<file path="src/rtl/cfg_ld_pkg.sv">
package cfg_ld_pkg;
  typedef enum logic [2:0] {
    RES_NONE     = 3'd0,
    RES_OK       = 3'd1,
    RES_INIT_TMO = 3'd2,
    RES_LOAD_ERR = 3'd3,
    RES_DONE_TMO = 3'd4,
    RES_ABORT    = 3'd5
  } res_e;

  typedef enum logic [2:0] {
    S_IDLE, S_PROG, S_REL, S_LOAD, S_POST, S_TAIL
  } st_e;
endpackage

</file>
<file path="src/rtl/cfg_us_tick.sv">
module cfg_us_tick #(
  parameter int DIV = 200
) (
  input  logic clk_i,
  input  logic rst_ni,
  output logic tick_o
);
  localparam int W = (DIV > 1) ? $clog2(DIV) : 1;
  logic [W-1:0] cnt_q;

  always_ff @(posedge clk_i or negedge rst_ni) begin
    if (!rst_ni) begin
      cnt_q  <= '0;
      tick_o <= 1'b0;
    end else if (cnt_q == W'(DIV - 1)) begin
      cnt_q  <= '0;
      tick_o <= 1'b1;
    end else begin
      cnt_q  <= cnt_q + 1'b1;
      tick_o <= 1'b0;
    end
  end
endmodule

</file>
<file path="src/rtl/cfg_timer.sv">
module cfg_timer #(
  parameter int TW = 20
) (
  input  logic          clk_i,
  input  logic          rst_ni,
  input  logic          clr_i,
  input  logic          tick_i,
  input  logic [TW-1:0] limit_i,
  output logic          exp_o
);
  logic [TW-1:0] cnt_q;

  assign exp_o = (cnt_q >= limit_i);

  always_ff @(posedge clk_i or negedge rst_ni) begin
    if (!rst_ni)                cnt_q <= '0;
    else if (clr_i)             cnt_q <= '0;
    else if (tick_i && !exp_o)  cnt_q <= cnt_q + 1'b1;
  end
endmodule

</file>
<file path="src/rtl/cfg_sync.sv">
module cfg_sync #(
  parameter int           W       = 2,
  parameter logic [W-1:0] RST_VAL = '0
) (
  input  logic         clk_i,
  input  logic         rst_ni,
  input  logic [W-1:0] d_i,
  output logic [W-1:0] q_o
);
  logic [W-1:0] s1_q;

  always_ff @(posedge clk_i or negedge rst_ni) begin
    if (!rst_ni) begin
      s1_q <= RST_VAL;
      q_o  <= RST_VAL;
    end else begin
      s1_q <= d_i;
      q_o  <= s1_q;
    end
  end
endmodule

</file>
<file path="src/rtl/cfg_shift_out.sv">
module cfg_shift_out #(
  parameter int HALF_CYC = 4
) (
  input  logic       clk_i,
  input  logic       rst_ni,
  input  logic       clr_i,
  input  logic       load_i,
  input  logic [7:0] byte_i,
  output logic       idle_o,
  output logic       cclk_o,
  output logic       dout_o
);
  localparam int HW = (HALF_CYC > 1) ? $clog2(HALF_CYC) : 1;

  logic [HW-1:0] ph_q;
  logic [2:0]    bit_q;
  logic [7:0]    sh_q;
  logic          act_q, cclk_q, dout_q;

  assign idle_o = !act_q;
  assign cclk_o = cclk_q;
  assign dout_o = dout_q;

  always_ff @(posedge clk_i or negedge rst_ni) begin
    if (!rst_ni) begin
      ph_q   <= '0;
      bit_q  <= '0;
      sh_q   <= '0;
      act_q  <= 1'b0;
      cclk_q <= 1'b1;
      dout_q <= 1'b1;
    end else if (clr_i) begin
      ph_q   <= '0;
      act_q  <= 1'b0;
      cclk_q <= 1'b1;
    end else if (load_i && !act_q) begin
      sh_q   <= byte_i;
      bit_q  <= '0;
      ph_q   <= '0;
      act_q  <= 1'b1;
      cclk_q <= 1'b0;
      dout_q <= byte_i[7];
    end else if (act_q) begin
      if (ph_q == HW'(HALF_CYC - 1)) begin
        ph_q <= '0;
        if (!cclk_q) begin
          cclk_q <= 1'b1;
        end else if (bit_q == 3'd7) begin
          act_q <= 1'b0;
        end else begin
          bit_q  <= bit_q + 1'b1;
          sh_q   <= {sh_q[6:0], 1'b0};
          dout_q <= sh_q[6];
          cclk_q <= 1'b0;
        end
      end else begin
        ph_q <= ph_q + 1'b1;
      end
    end
  end

  // data may only change while the clock is low
  assert_dout_hold_R4: assert property (@(posedge clk_i) disable iff (!rst_ni)
    cclk_q |=> (!cclk_q || $stable(dout_q)));

  // each clock phase lasts at least two system cycles
  assert_high_min_R4: assert property (@(posedge clk_i) disable iff (!rst_ni)
    $rose(cclk_q) |=> cclk_q);
  assert_low_min_R4: assert property (@(posedge clk_i) disable iff (!rst_ni)
    ($fell(cclk_q) && !clr_i) |=> !cclk_q);
endmodule

</file>
<file path="src/rtl/cfg_serial_loader.sv">
module cfg_serial_loader
  import cfg_ld_pkg::*;
#(
  parameter int US_DIV      = 200,
  parameter int PROG_CYC    = 64,
  parameter int HALF_CYC    = 4,
  parameter int INIT_TMO_US = 500000,
  parameter int DONE_TMO_US = 200000,
  parameter int LEN_W       = 24
) (
  input  logic             clk_i,
  input  logic             rst_ni,
  input  logic             start_i,
  input  logic             abort_i,
  input  logic [LEN_W-1:0] len_i,
  input  logic [7:0]       byte_i,
  input  logic             valid_i,
  output logic             ready_o,
  output logic             prog_n_o,
  output logic             cclk_o,
  output logic             dout_o,
  input  logic             init_n_i,
  input  logic             done_i,
  output logic             busy_o,
  output logic [2:0]       result_o,
  output logic [LEN_W-1:0] err_off_o
);
  localparam int TMO_MAX = (INIT_TMO_US > DONE_TMO_US) ? INIT_TMO_US : DONE_TMO_US;
  localparam int TW      = $clog2(TMO_MAX + 1);
  localparam int PW      = $clog2(PROG_CYC + 1);

  st_e              state_q;
  res_e             res_q;
  logic [LEN_W-1:0] len_q, cnt_q, erroff_q;
  logic [PW-1:0]    hold_q;
  logic             prog_n_q;

  logic       tick, tmr_clr, tmr_exp;
  logic [TW-1:0] tmr_lim;
  logic [1:0] sync_q;
  logic       init_n_s, done_s;
  logic       sh_load, sh_idle;
  logic [7:0] sh_byte;
  logic       hold_ok, prog_go, fin_ok;

  cfg_us_tick #(.DIV(US_DIV)) u_tick (
    .clk_i, .rst_ni, .tick_o(tick)
  );

  cfg_timer #(.TW(TW)) u_tmr (
    .clk_i, .rst_ni, .clr_i(tmr_clr), .tick_i(tick),
    .limit_i(tmr_lim), .exp_o(tmr_exp)
  );

  cfg_sync #(.W(2), .RST_VAL(2'b01)) u_sync (
    .clk_i, .rst_ni, .d_i({done_i, init_n_i}), .q_o(sync_q)
  );
  assign init_n_s = sync_q[0];
  assign done_s   = sync_q[1];

  cfg_shift_out #(.HALF_CYC(HALF_CYC)) u_shift (
    .clk_i, .rst_ni, .clr_i(abort_i), .load_i(sh_load), .byte_i(sh_byte),
    .idle_o(sh_idle), .cclk_o(cclk_o), .dout_o(dout_o)
  );

  assign hold_ok = (hold_q == PW'(PROG_CYC - 1));
  assign prog_go = hold_ok && !init_n_s;
  assign fin_ok  = done_s && init_n_s;

  always_comb begin
    ready_o = (state_q == S_LOAD) && sh_idle && !abort_i && (cnt_q != len_q)
              && !done_s && init_n_s;
    sh_load = 1'b0;
    sh_byte = byte_i;
    if (ready_o && valid_i) begin
      sh_load = 1'b1;
    end else if (state_q == S_POST && sh_idle && !abort_i && (fin_ok || !tmr_exp)) begin
      sh_load = 1'b1;
      sh_byte = 8'hFF;
    end
    tmr_lim = (state_q == S_POST || state_q == S_TAIL) ? TW'(DONE_TMO_US) : TW'(INIT_TMO_US);
    tmr_clr = (state_q == S_IDLE) || (state_q == S_LOAD) || (state_q == S_PROG && prog_go);
  end

  always_ff @(posedge clk_i or negedge rst_ni) begin
    if (!rst_ni) begin
      state_q  <= S_IDLE;
      res_q    <= RES_NONE;
      len_q    <= '0;
      cnt_q    <= '0;
      erroff_q <= '0;
      hold_q   <= '0;
      prog_n_q <= 1'b1;
    end else if (abort_i) begin
      if (state_q != S_IDLE) res_q <= RES_ABORT;
      state_q  <= S_IDLE;
      prog_n_q <= 1'b1;
    end else begin
      unique case (state_q)
        S_IDLE: if (start_i) begin
          state_q  <= S_PROG;
          len_q    <= len_i;
          cnt_q    <= '0;
          hold_q   <= '0;
          erroff_q <= '0;
          res_q    <= RES_NONE;
          prog_n_q <= 1'b0;
        end
        S_PROG: begin
          if (!hold_ok) hold_q <= hold_q + 1'b1;
          if (tmr_exp) begin
            state_q  <= S_IDLE;
            res_q    <= RES_INIT_TMO;
            prog_n_q <= 1'b1;
          end else if (prog_go) begin
            state_q  <= S_REL;
            prog_n_q <= 1'b1;
          end
        end
        S_REL: begin
          if (tmr_exp) begin
            state_q <= S_IDLE;
            res_q   <= RES_INIT_TMO;
          end else if (init_n_s) begin
            state_q <= S_LOAD;
          end
        end
        S_LOAD: begin
          if (sh_load) begin
            cnt_q <= cnt_q + 1'b1;
          end else if (sh_idle) begin
            if (done_s || cnt_q == len_q) begin
              state_q <= S_POST;
            end else if (!init_n_s) begin
              state_q  <= S_IDLE;
              res_q    <= RES_LOAD_ERR;
              erroff_q <= cnt_q;
            end
          end
        end
        S_POST: if (sh_idle) begin
          if (fin_ok) begin
            state_q <= S_TAIL;
          end else if (tmr_exp) begin
            state_q <= S_IDLE;
            res_q   <= RES_DONE_TMO;
          end
        end
        S_TAIL: if (sh_idle) begin
          state_q <= S_IDLE;
          res_q   <= RES_OK;
        end
        default: state_q <= S_IDLE;
      endcase
    end
  end

  assign prog_n_o  = prog_n_q;
  assign busy_o    = (state_q != S_IDLE);
  assign result_o  = res_q;
  assign err_off_o = erroff_q;

  // length of the current program-low run, for the pulse-width check
  logic [PW-1:0] lo_cnt_q;
  always_ff @(posedge clk_i or negedge rst_ni) begin
    if (!rst_ni)                              lo_cnt_q <= '0;
    else if (prog_n_q)                        lo_cnt_q <= '0;
    else if (lo_cnt_q != PW'(PROG_CYC))       lo_cnt_q <= lo_cnt_q + 1'b1;
  end

  assert_prog_min_R1: assert property (@(posedge clk_i) disable iff (!rst_ni)
    ($rose(prog_n_q) && !$past(abort_i)) |-> (lo_cnt_q >= PW'(PROG_CYC)));

  assert_ready_quiet_R3: assert property (@(posedge clk_i) disable iff (!rst_ni)
    ready_o |-> (prog_n_q && cclk_o));

  assert_cnt_bound_R5: assert property (@(posedge clk_i) disable iff (!rst_ni)
    cnt_q <= len_q);

  assert_abort_R10: assert property (@(posedge clk_i) disable iff (!rst_ni)
    abort_i |=> (prog_n_q && cclk_o && !busy_o));

  assert_idle_release_R11: assert property (@(posedge clk_i) disable iff (!rst_ni)
    !busy_o |-> (prog_n_q && !ready_o));
endmodule

</file>
<file path="config.mk">
export PLATFORM = sky130hd
export DESIGN_NAME = cfg_serial_loader
export DESIGN_NICKNAME = d
export VERILOG_FILES = /design/src/rtl/cfg_ld_pkg.sv /design/src/rtl/cfg_us_tick.sv /design/src/rtl/cfg_timer.sv /design/src/rtl/cfg_sync.sv /design/src/rtl/cfg_shift_out.sv /design/src/rtl/cfg_serial_loader.sv
export SDC_FILE = /design/constraint.sdc
export NUM_CORES = 1
export LEC_CHECK = 0
export ABC_AREA = 1
export BUFFER_PORTS_ARGS = -buffer_cell sky130_fd_sc_hd__buf_2
export CAP_MARGIN = 5
export CORE_MARGIN = 4
export CORE_UTILIZATION = 40
export CTS_CLUSTER_SIZE = 12
export DETAILED_ROUTE_END_ITERATION = 10
export PLACE_DENSITY = 0.62
export SLEW_MARGIN = 20
export SYNTH_ARGS = -nofsm -noshare
export SYNTH_HDL_FRONTEND = slang
export SYNTH_SLANG_ARGS = --single-unit
</file>
<file path="constraint.sdc">
create_clock -name clk_i -period 3.95 [get_ports clk_i]
set_clock_uncertainty 0.1 [all_clocks]
set_input_delay 0.5925 -clock clk_i [delete_from_list [all_inputs] [get_ports clk_i]]
set_output_delay 0.5925 -clock clk_i [all_outputs]
set_load 0.01 [all_outputs]
</file>
[Word-level counts from Yosys, hierarchy flattened]
Cells that the tools add are included.
W data, S select, Z words.
Word-level totals
  logic and storage cells: 190
  output and inout bits: 32
  register bits: 133
  input bits: 39
Operators by class
  bitwise operators: 1
  eq/ne operators: 34
  reductions and logical operators: 46
  order comparisons: 1
  $add $sub $neg: 6
  mux-type cells: 84
Operators by type and width (number)
  $mux W24: 6
  $pmux W24 S2: 2
  $mux W3: 31
  $mux W19: 3
  $mux W7: 7
  $add A24 B1 Y24 const B: 1
  $eq A24 B24 Y1: 1
  $mux W1: 24
  $mux W8: 3
  $ne A24 B24 Y1: 1
  $ne A3 B3 Y1 const B: 8
  $add A19 B1 Y19 const B: 1
  $ge A19 B19 Y1: 1
  $pmux W3 S6: 1
  $pmux W3 S5: 1
  $logic_and A1 B1 Y1: 14
  $pmux W7 S2: 1
  $ne A2 B2 Y1 const B: 6
  $reduce_and A12 Y1: 1
  $reduce_bool A2 Y1: 6
  $reduce_bool A3 Y1: 4
  $eq A3 B3 Y1 const B: 3
  $reduce_and A9 Y1: 1
  $add A8 B1 Y8 const B: 1
  other kinds (27): 44

[Depth between registers and ports, before layout]
Gate-level depths: netlist of the first run.
  depth in word-level cells: 12
  gate-level depth with buffers: 17
  depth with buffers taken out: 17

[Modules after synthesis]
From an unflattened synthesis of the first run, not the netlist that was laid out.
Second synthesis, totals
  cell total of the unflattened synthesis: 1120
  area, all modules: 8130.3 sq um
Modules (own cells, without submodules)
  cfg_serial_loader: cells an instance 688, instances 1, area each 4890.9 sq um, sequential area each 2153.3 sq um
  cfg_timer: cells an instance 275, instances 1, area each 1848.0 sq um, sequential area each 475.5 sq um
  cfg_shift_out: cells an instance 106, instances 1, area each 888.4 sq um, sequential area each 377.9 sq um
  cfg_us_tick: cells an instance 47, instances 1, area each 400.4 sq um, sequential area each 225.2 sq um
  cfg_sync: cells an instance 4, instances 1, area each 102.6 sq um, sequential area each 102.6 sq um

[Worst setup path after synthesis of the first run]
Ideal clock, no wire load.
  kind: register to register
  from: reg state_q[1]
  to: reg u_shift.sh_q[1]
  path buffers: 1
  library setup time: 0.116 ns
  path slack: 1.662 ns
  cell stages (with the launch flop): 16
  data required time: 3.734 ns
  period minus slack after synthesis: 2.288 ns
  arrival: 2.072 ns
  path through: dfrtp_1 inv_2 nand2_1 inv_1 ha_1 nand3_1 nor2_1 a21oi_1 nand2_2 nand2_1 nand2_1 o211ai_1 nand3_1 buf_4 nand2_1 nand2_1
Between the ends
  word-level cells in the longest chain between the ends: 12
  elaborated cells between the ends (all ways): 28
  those cells by class: 1 x order compare; 4 x eq/ne; 6 x mux; 17 x reduce/logical
RTL lines
  from (decl): line cfg_serial_loader.sv:32  | st_e state_q;
  from (signal assigned): line cfg_serial_loader.sv:87  | state_q <= S_IDLE;
  from (signal assigned): line cfg_serial_loader.sv:96  | state_q <= S_IDLE;
  from (signal assigned): line cfg_serial_loader.sv:101  | state_q <= S_PROG;
  $eq A3 B3 Y1 (on tied branches): line cfg_serial_loader.sv:77, cfg_serial_loader.sv:81
  $logic_or A1 B1 Y1: line cfg_serial_loader.sv:81  | tmr_lim = (state_q == S_POST || state_q == S_TAIL) ? TW'(DONE_TMO_US) : TW'(INIT_TMO_US);
  $mux W19: line cfg_serial_loader.sv:81
  $ge A19 B19 Y1: line cfg_timer.sv:13  | assign exp_o = (cnt_q >= limit_i);
  $logic_not A1 Y1: line cfg_serial_loader.sv:77  | end else if (state_q == S_POST && sh_idle && !abort_i && (fin_ok || !tmr_exp)) begin
  $logic_or A1 B1 Y1: line cfg_serial_loader.sv:77
  $logic_and A1 B1 Y1: line cfg_serial_loader.sv:77
  $mux W1: line cfg_serial_loader.sv:77
  $mux W1: line cfg_serial_loader.sv:75  | if (ready_o && valid_i) begin
  $logic_and A1 B1 Y1: line cfg_shift_out.sv:36  | end else if (load_i && !act_q) begin
  $ne A2 B1 Y1 (no source line) or $reduce_bool A2 Y1 (tied branches)
  $reduce_and A5 Y1 (no source line)
  to (signal assigned): line cfg_shift_out.sv:37  | sh_q <= byte_i;
  to (signal assigned): line cfg_shift_out.sv:52  | sh_q <= {sh_q[6:0], 1'b0};
  to (decl): line cfg_shift_out.sv:17  | logic [7:0] sh_q;
Several ways; a longest one is shown, not always the timed one.
A chain may end at the register's enable or synchronous reset.

[Final worst setup path of the first run]
  from: reg state_q[0]
  to: reg erroff_q[7] (netlist: err_off_o[7])
Between the ends
  word-level cells in the longest chain between the ends: 11
  elaborated cells between the ends (all ways): 28
  those cells by class: 1 x order compare; 8 x eq/ne; 4 x mux; 15 x reduce/logical
RTL lines
  $eq A3 B3 Y1 (on tied branches): line cfg_serial_loader.sv:77, cfg_serial_loader.sv:81
  $logic_or A1 B1 Y1: line cfg_serial_loader.sv:81
  $mux W19: line cfg_serial_loader.sv:81
  $ge A19 B19 Y1: line cfg_timer.sv:13
  $logic_not A1 Y1: line cfg_serial_loader.sv:77
  $logic_or A1 B1 Y1: line cfg_serial_loader.sv:77
  $logic_and A1 B1 Y1: line cfg_serial_loader.sv:77
  $mux W1: line cfg_serial_loader.sv:77
  $mux W1: line cfg_serial_loader.sv:75
  $ne A2 B2 Y1 (no source line)
  $reduce_and A7 Y1 (no source line)
  to (signal assigned): line cfg_serial_loader.sv:137  | erroff_q <= cnt_q;
  to (decl): line cfg_serial_loader.sv:34  | logic [LEN_W-1:0] len_q, cnt_q, erroff_q;
Several ways; a longest one is shown, not always the timed one.

==> results of run 1 <==
[through the flow]
stage	hold WS, ns	cells
4_1_cts	0.1508	1263
6_report	0.1335	1263
5_1_grt	0.1466	1263
3_3_place_gp	0.2463	1231
3_5_place_dp	0.2475	1231
2_1_floorplan	0.1969	961
[layout make-up]
cell class                 count  area share (%)
clock inverter                 9           1.770
sequential                   133           39.98
multi-input combinational    686           39.08
tap                          225           3.375
timing repair buffer          75           4.875
clock buffer                  23           5.851
inverter                     112           5.071
[sequential cells by signal, summed over array words and instances, names as in the netlist]
name            count
u_shift.sh_q        7
u_shift.cclk_o      1
len_q              24
u_shift.dout_o      1
cnt_q              24
u_tmr.cnt_q        19
hold_q              7
u_shift.act_q       1
state_q             3
u_tick.tick_o       1
u_shift.ph_q        2
u_sync.q_o          2
result_o            3
prog_n_o            1
u_tick.cnt_q        8
u_shift.bit_q       3
err_off_o          24
u_sync.s1_q         2
[worst max-delay path: stages (launching register included)]
cell,delay [ns]
dfrtp_1,0.43
inv_1,0.17
nor3_4,0.10
inv_2,0.44
nor3_2,0.09
nand3_1,0.16
inv_2,0.07
nand3_4,0.28
inv_4,0.18
nor2_4,0.47
nand3_4,0.35
nand2_1,0.17
nand2_1,0.06
[kinds of logic (layout without fill, tap and decap cells)]
| group | count (synthesis) | count (layout) |
|---|---|---|
| and+or+nand+nor | 549 | 549 |
| AOI/OAI and AO/OA | 114 | 114 |
| buffers and inverters | 142 | 219 |
| adders and majority gates | 11 | 11 |
| xor gates and xnor gates | 12 | 12 |
| DFF | 133 | 133 |
[power by group]
| group | switching, µW | total [µW] | internal (µW) |
|---|---|---|---|
| logic | 755 | 1090 | 331 |
| registers | 122 | 1680 | 1560 |
| clock network | 583 | 1700 | 1120 |
[Yosys cell counts, drive strengths merged, types with 2 or more instances]
cell type    n  area share, %
nand4       41            3.6
nor3b        4           0.42
o211ai       3           0.32
xor2        12            1.5
nor2       115            6.4
nor3        42            3.2
nor4         6           0.53
and3         3           0.26
clkbuf      16           0.84
inv        112            5.9
nand3       53            4.1
o21ai       71            5.0
a21oi       29            2.1
o21a         4           0.42
nand2      283             15
dfstp        5            1.8
ha          11            1.9
dfrtp      128             45
buf         14            1.2
o21bai       2           0.21
[per-layer routing]
metal / wire [µm] / track usage [%] / up-vias / share of wire [%]
li1: - / - / 3254 / -
met5: 7 / 0 / - / 0.040
met3: 776 / 4.988 / 31 / 4.4
met2: 8312 / 28.91 / 124 / 47
met1: 8116 / 23.80 / 2910 / 46
met4: 318 / 5.758 / 2 / 1.8
[worst paths after layout]
path | start | end | slack, ns | depth (start not counted)
min reg2reg | u_sync.s1_q[0] | u_sync.q_o[0] | 0.25 | 0
min | rst_ni | len_q[5] | 0.13 | 1
max reg2reg | state_q[0] | err_off_o[7] | 0.76 | 12
max in group asynchronous | rst_ni | u_shift.dout_o | 2.84 | 2
max | state_q[0] | err_off_o[7] | 0.76 | 12
min in group clk_i | init_n_i | u_sync.s1_q[0] | 0.17 | 1
==> impl_metrics.yaml, run 1 <==
finish:
  drive_gt1_share_pct: 12.62
  layout_common_cells: "282 x nand2_1, 128 x dfrtp_1, 110 x nor2_1, 104 x inv_1, 69 x buf_2"
  finalInstanceArea_um2: 8341
  fin_util_pct: 47.89
  area_delta_synth_final_pct: 16.68
  num_antenna_cells: 0
  final_common_cell: "nand2_1"
  multi_input_area_um2: 3259
  seq_area_um2: 3334
  final.fill_count: 1738
  fin_nets: 1075
clocking:
  clock_path_buffers: 2
  cts_sinks: 133
  cts_hold_buffers: 0
  clkLatencyLatePin_ns: 0.43
  postCtsSetupRepairBufs: 0
  cts_root_buffer: "clkbuf_16"
  cts_buffers: 17
  path_clk_slew_ns: 0.06
  htreeDepth: 4
  cts_tree: "built"
  cts_resized: 0
grt:
  grt_start_max_net_pins: 86
  grt_use_total_pct: 18.05
  grt_first_pass_wirelength_um: 29410
  grt_pass1_vias: 6093
  grt.overflow.total: 0
  grt_antenna_before_repair: 1
setup_path:
  crit_path_max_fanout: 37
  worstSetupStartpointType: "flip-flop"
  crit_path_end_kind: "flip-flop"
  crit_type: "reg2reg"
  worstPathRequired_ns: 4.16
  arrival_ns: 3.40
timing:
  setup_viol_count_final: 0
  tns_ns: 0
  period_minus_slack_ns: 3.194
  maxSlewViolCount: 0
  timing_hold_violations_final: 0
  fin_ws_ns: 0.7562
  slew_headroom_pct: 26.23
  rsz0062_at_grt: "false"
  min_period_over_period_pct: 80.86
  tightest_slew_ns: 1.107
  fmax_mhz: 313.1
die:
  dieArea_um2: 20070
  ios: 71
  fp-row-count: 48
  core_area_um2: 17420
  die_x_um: 141.7
  start_util_pct: 41.04
  fp.dieH_um: 141.7
power_and_ir_drop:
  vdd_drop_max_uv: 344.8
  cellPowerDensity_nw_per_um2: 536.0
  p_leak_uw: 0.004128
  p_total_uw: 4471
drt:
  wirelength_um: 17530
  drc: 0
  drtAntennaViolNets: 0
  first_pass_iters: 5
  wl_per_cell_um: 13.88
  vias: 6321
  via_per_inst: 5.005
  drt_iter0_drc: 485
synthesis:
  yosys.area_share.simple_pct: 33.50
  synth-adder-area-share_pct: 1.925
  synth_flop_cell: "dfrtp_1"
  synth_edf_count: 0
  ys_ff_latch: 133
  synth_top_family_by_area: "simple AND/OR/NAND/NOR gates"
  yosysUniqueCellTypes: 39
  mappedNetlistArea_um2: 7148
  synth.avg_cell_area_um2: 7.438
  syn_nets: 1011
  synth-xor-area-share_pct: 1.470
  synth.yosys.seq_area_share_pct: 46.65
  synth.area.mux_share_pct: 0
  ys_warn_count: 0
  synth_cells: 961
  synth_compound_area_share_pct: 8.542
  synth-async-reset-ratio_pct: 100.0
outcome:
  outcome: "completed"
placed_design:
  dpl_cell_area_um2: 7705
  pre_cts_ws_ns: 0.7626
  gp_congestion: 0.8820
  port_buffers: 70
  place_hpwl_um: 12430
job:
  maxCapViolCount: 0
min_path:
  min_path_type: "in2async"
Note: power is estimated with default switching activity, not from simulation.
==> run 2: changes to the inputs <==
ABC_AREA = 0   (was 1)
PLACE_DENSITY = 0.64   (was 0.62)
clock period = 2.9 ns   (was 3.95 ns; I/O delays follow)
==> run 2 against run 1 <==
Effect of this change:
- clock power increased by 29%
- largest cell class unchanged
- cell area down 2.4%
- sequential cell count did not move
==> impl_metrics.yaml, run 2 <==
timing:
  period_minus_slack_ns: 2.799
  fmax_mhz: 357.3
  maxSlewViolCount: 0
  min_period_over_period_pct: 96.50
  timing_hold_violations_final: 0
  fin_ws_ns: 0.1014
  rsz0062_at_grt: "true"
  setup_viol_count_final: 0
  tightest_slew_ns: 0.9091
  whs_ns: 0.02510
  tns_ns: 0
  slew_headroom_pct: 39.40
power_and_ir_drop:
  vdd_drop_max_uv: 430.8
  p_total_uw: 5393
  p_leak_uw: 0.003671
  cellPowerDensity_nw_per_um2: 662.5
clocking:
  path_clk_slew_ns: 0.05
  clock_path_buffers: 2
  htreeDepth: 4
  clkLatencyLatePin_ns: 0.42
  cts_buffers: 17
  cts_sinks: 133
  cts_tree: "built"
  cts_root_buffer: "clkbuf_16"
finish:
  num_antenna_cells: 0
  layout.cells.non_filler: 1020
  area_delta_synth_final_pct: 20.53
  final_common_cell: "nand2_1"
  seq_area_um2: 3334
  drive_gt1_share_pct: 20.75
  fin_nets: 837
  multi_input_area_um2: 3214
  layout_common_cells: "133 x nand2_1, 128 x dfrtp_1, 69 x buf_2, 40 x nor2_1, 36 x a21oi_1"
  final.fill_count: 1568
outcome:
  outcome: "completed"
setup_path:
  crit_type: "reg2out"
  worstSetupStartpointType: "flip-flop"
  r2r_cells: 10
  cp.buffers_inverters: 2
  cp_top_family: "simple AND/OR/NAND/NOR gates"
  rrSetupSlack_ns: 0.15
  critPathLaunch: "cnt_q[11]"
  cp_num_cells: 7
  crit_path_max_fanout: 8
  crit_chain: "xnor2_2 > nand4_1 > nor4_2 > buf_4 > nand2_1 > and3_1 > buf_2"
  worstPathRequired_ns: 2.37
  arrival_ns: 2.26
  cpPeakStageDelay_ns: 0.48
  slowest_stage: "dfrtp_1"
  r2r_end: "u_tmr.cnt_q[8]"
  r2r-start: "state_q[1]"
  crit_path_end_kind: "output pin"
  crit_path_end: "ready_o"
synthesis:
  synth_area_leaders: "dfrtp_1 47%, nand2_1 7.4%, xnor2_1 3.8%"
  syn_nets: 752
  synth.yosys.seq_area_share_pct: 49.37
  ys_ff_latch: 133
  synth_top_area_share_pct: 47.42
  mappedNetlistArea_um2: 6754
  synth.most_common_cell: "nand2_1"
  synth_cells: 702
  synth_top_cell_by_area: "dfrtp_1"
  synth_common_cells: "133 x nand2_1, 128 x dfrtp_1, 40 x nor2_1"
  synth_edf_count: 0
  ys_warn_count: 0
  synth-async-reset-ratio_pct: 100.0
  synth.avg_cell_area_um2: 9.621
  synth_flop_cell: "dfrtp_1"
  yosysUniqueCellTypes: 67
min_path:
  min_path_type: "in2reg"
grt:
  grt.overflow.total: 0
  grt_pass1_vias: 5205
  grt_use_total_pct: 17.74
  grt_antenna_before_repair: 0
  grt_start_max_net_pins: 48
  grt_first_pass_wirelength_um: 26640
die:
  dieArea_um2: 19030
  core_area_um2: 16580
  start_util_pct: 40.73
  fp-row-count: 47
  ios: 71
  fp.dieH_um: 137.9
  die_x_um: 137.9
drt:
  vias: 5503
  drc: 0
  drt_iter0_drc: 488
  wl_per_cell_um: 15.76
  via_per_inst: 5.395
  wirelength_um: 16070
  drtAntennaViolNets: 0
  first_pass_iters: 7
placed_design:
  pre_cts_ws_ns: 0.05945
  place_hpwl_um: 11210
  port_buffers: 70
  dpl.cell_count: 983
  gp_congestion: 0.9262
job:
  maxCapViolCount: 0
run 2: how the worst min path moves through the flow:
stage / cells after the start / slack (ns) / to / start
3_5_place_dp: 0 / 0.24 / u_sync.q_o[1] / u_sync.s1_q[1]
4_1_cts: 1 / 0.01 / u_sync.s1_q[0] / init_n_i
5_1_grt: 1 / 0.008 / u_sync.s1_q[0] / init_n_i
2_1_floorplan: 0 / 0.04 / cnt_q[0] / rst_ni
3_3_place_gp: 0 / 0.23 / u_sync.q_o[1] / u_sync.s1_q[1]
6_report: 1 / 0.03 / u_sync.s1_q[1] / done_i
run 2: power breakdown:
group          switching (µW)  internal [µW]
sequential                179           2090
combinational             541            385
clock                     804           1390
run 2: cells by family after synthesis:
logic type	share of synthesized area [%]
AND/OR/NAND/NOR	21.54
AO/OA/AOI/OAI	15.67
flip-flops	49.37
buffers and inverters	3.594
adder cells (fa/ha/maj)	2.038
XOR/XNOR	5.706
multiplexers	2.075
run 2: repair_timing:
item                                    CTS  global route
setup buffers                             0             4
gates resized for setup                   0             5
endpoints found under the setup margin    0            15
hold buffers                              1             0
hold endpoints to repair                 34             0
run 2: area by class of cell:
cell class	instances	area share [%]
clock buffers	19	5.564
flip-flops and latches	133	40.96
repair buffers	105	7.993
clock inverters	13	1.921
multi-input cells	515	39.49
inverters	15	0.6917
well taps	220	3.381
run 2: through the flow:
step                      util, %  cell area [µm²]
after floorplan                 -             6754
after global placement      45.03             7467
after detailed placement    45.03             7467
after CTS                   48.76             8087
after global routing        49.09             8140
final                       49.09             8140
run 2: worst reg2reg max path: cells and delay by family (launching register included):
family,cells,cell delay (ns)
AO/OA/AOI/OAI,4,0.89
adder cells (fa/ha/maj),1,0.27
buffers and inverters,2,0.28
flip-flops,1,0.36
AND/OR/NAND/NOR,3,0.79
run 2: per-layer routing:
layer	up-vias	part of all wire [%]	global-route usage, %
met5	-	0	0
met4	0	1.4	5.159
met3	17	4.6	3.991
met2	127	44	25.84
met1	2655	50	26.45
li1	2704	-	-
==> run 3: changes to the inputs <==
CORE_ASPECT_RATIO = 1.75   (was default)
==> run 3 against run 2 <==
Effect of this change:
- worst setup slack lost 0.0098 ns
- final cell count increased by 0.39%
- critical endpoint is now u_tmr.cnt_q[18]
- power rose by 2.8%
==> impl_metrics.yaml, run 3 (same netlist as run 2, synthesis figures left out) <==
clocking:
  cts_buffers: 17
  path_clk_slew_ns: 0.06
  clock_path_buffers: 2
  cts_sinks: 133
  cts_tree: "built"
  cts_root_buffer: "clkbuf_16"
  htreeDepth: 4
  clkLatencyLatePin_ns: 0.42
drt:
  vias: 5523
  drtAntennaViolNets: 0
  via_per_inst: 5.394
  drt_iter0_drc: 224
  wl_per_cell_um: 16.42
  drc: 0
  wirelength_um: 16810
  first_pass_iters: 6
grt:
  grt.overflow.total: 0
  grt_first_pass_wirelength_um: 28230
  grt_use_total_pct: 18.45
  grt_start_max_net_pins: 58
  grt_antenna_before_repair: 0
  grt_pass1_vias: 5667
timing:
  tns_ns: 0
  setup_viol_count_final: 0
  fmax_mhz: 356.1
  slew_headroom_pct: 42.97
  rsz0062_at_grt: "true"
  tightest_slew_ns: 0.8339
  period_minus_slack_ns: 2.808
  whs_ns: 0.04064
  min_period_over_period_pct: 96.84
  maxSlewViolCount: 0
  timing_hold_violations_final: 0
die:
  fp-row-count: 62
  fp.dieH_um: 179.9
  core_area_um2: 16520
  ios: 71
  die_x_um: 106.2
  dieArea_um2: 19110
  start_util_pct: 40.88
setup_path:
  critPathLaunch: "state_q[1]"
  crit_path_end: "u_tmr.cnt_q[18]"
  r2r_end: "u_tmr.cnt_q[18]"
  worstSetupStartpointType: "flip-flop"
  worstPathRequired_ns: 3.14
  r2r_cells: 9
  r2r-start: "state_q[1]"
  crit_type: "reg2reg"
  crit_path_end_kind: "flip-flop"
  crit_path_max_fanout: 10
  rrSetupSlack_ns: 0.09
  arrival_ns: 3.05
finish:
  final.fill_count: 1578
  area_delta_synth_final_pct: 21.34
  fin_nets: 837
  final_common_cell: "nand2_1"
  drive_gt1_share_pct: 20.75
  layout_common_cells: "132 x nand2_1, 128 x dfrtp_1, 69 x buf_2, 40 x nor2_1, 36 x a21oi_1"
  num_antenna_cells: 0
  fin_util_pct: 49.60
job:
  maxCapViolCount: 0
power_and_ir_drop:
  vdd_drop_max_uv: 499.7
  cellPowerDensity_nw_per_um2: 676.6
  p_leak_uw: 0.003696
min_path:
  min_path_type: "in2reg"
placed_design:
  gp_congestion: 0.8564
  place_hpwl_um: 11780
  port_buffers: 70
outcome:
  outcome: "completed"
[run 3: cell count changes in the layout (fill, tap and decap cells not counted), moves of 2 or more]
cell / before / now
clkinvlp_4: 5 / 3
clkinv_2: 4 / 1
inv_6: 0 / 3
clkinv_4: 1 / 3
[run 3: layout make-up]
| class | instances | area (µm²) | area share, % |
|---|---|---|---|
| Sequential cell | 133 | 3334 | 40.69 |
| Multi-Input combinational cell | 515 | 3223 | 39.33 |
| Timing Repair Buffer | 105 | 661.9 | 8.076 |
| Clock buffer | 18 | 439.2 | 5.359 |
| Tap cell | 224 | 280.3 | 3.420 |
| Clock inverter | 14 | 200.2 | 2.443 |
| Inverter | 15 | 56.30 | 0.6870 |
[run 3: worst min path at each step]
stage / from / depth (start not counted) / end
after floorplan: rst_ni / 0 / cnt_q[0]
after global placement: u_sync.s1_q[1] / 0 / u_sync.q_o[1]
after detailed placement: u_sync.s1_q[0] / 0 / u_sync.q_o[0]
after CTS: done_i / 1 / u_sync.s1_q[1]
after global routing: done_i / 1 / u_sync.s1_q[1]
final: done_i / 1 / u_sync.s1_q[1]
[run 3: layer usage]
metal	share of wire [%]	GRT usage [%]	vias to the layer above
met5	0	0	-
met4	3.4	9.232	0
met1	40	20.76	2714
li1	-	-	2674
met3	2.6	3.410	38
met2	54	32.87	97
[run 3: where the power goes]
part / switching (µW) / internal, µW
Combinational: 543 / 398
Clock: 872 / 1470
Sequential: 167 / 2090
Total: 1580 / 3960
[run 3: critical path: stages, from the launching register on]
cell	delay [ns]
dfrtp_1	0.37
nand2b_2	0.20
inv_2	0.11
ha_1	0.27
a2111oi_2	0.38
o21ai_1	0.15
a21oi_2	0.20
nand3_2	0.21
or4_1	0.56
a21oi_1	0.17
[run 3: per-stage QoR]
| step | worst slack [ns] | cells | power (µW) | instance area [µm²] |
|---|---|---|---|---|
| after floorplan | 0.1645 | 702 | 2904 | 6754 |
| after global placement | 0.1104 | 987 | 3217 | 7485 |
| after detailed placement | 0.01295 | 987 | 3241 | 7485 |
| after CTS | 0.02232 | 1023 | 5603 | 8174 |
| after global routing | -0.03564 | 1024 | 5828 | 8195 |
| final | 0.09161 | 1024 | 5545 | 8195 |
[run 3: what timing repair did]
item                                    4_1_cts  5_1_grt
hold buffers                                  2        0
gates resized for setup                       3        3
pin swaps                                     0        2
gates cloned                                  0        0
endpoints found under the setup margin        7       10
buffers inserted                              2        1
hold endpoints to repair                     55        0
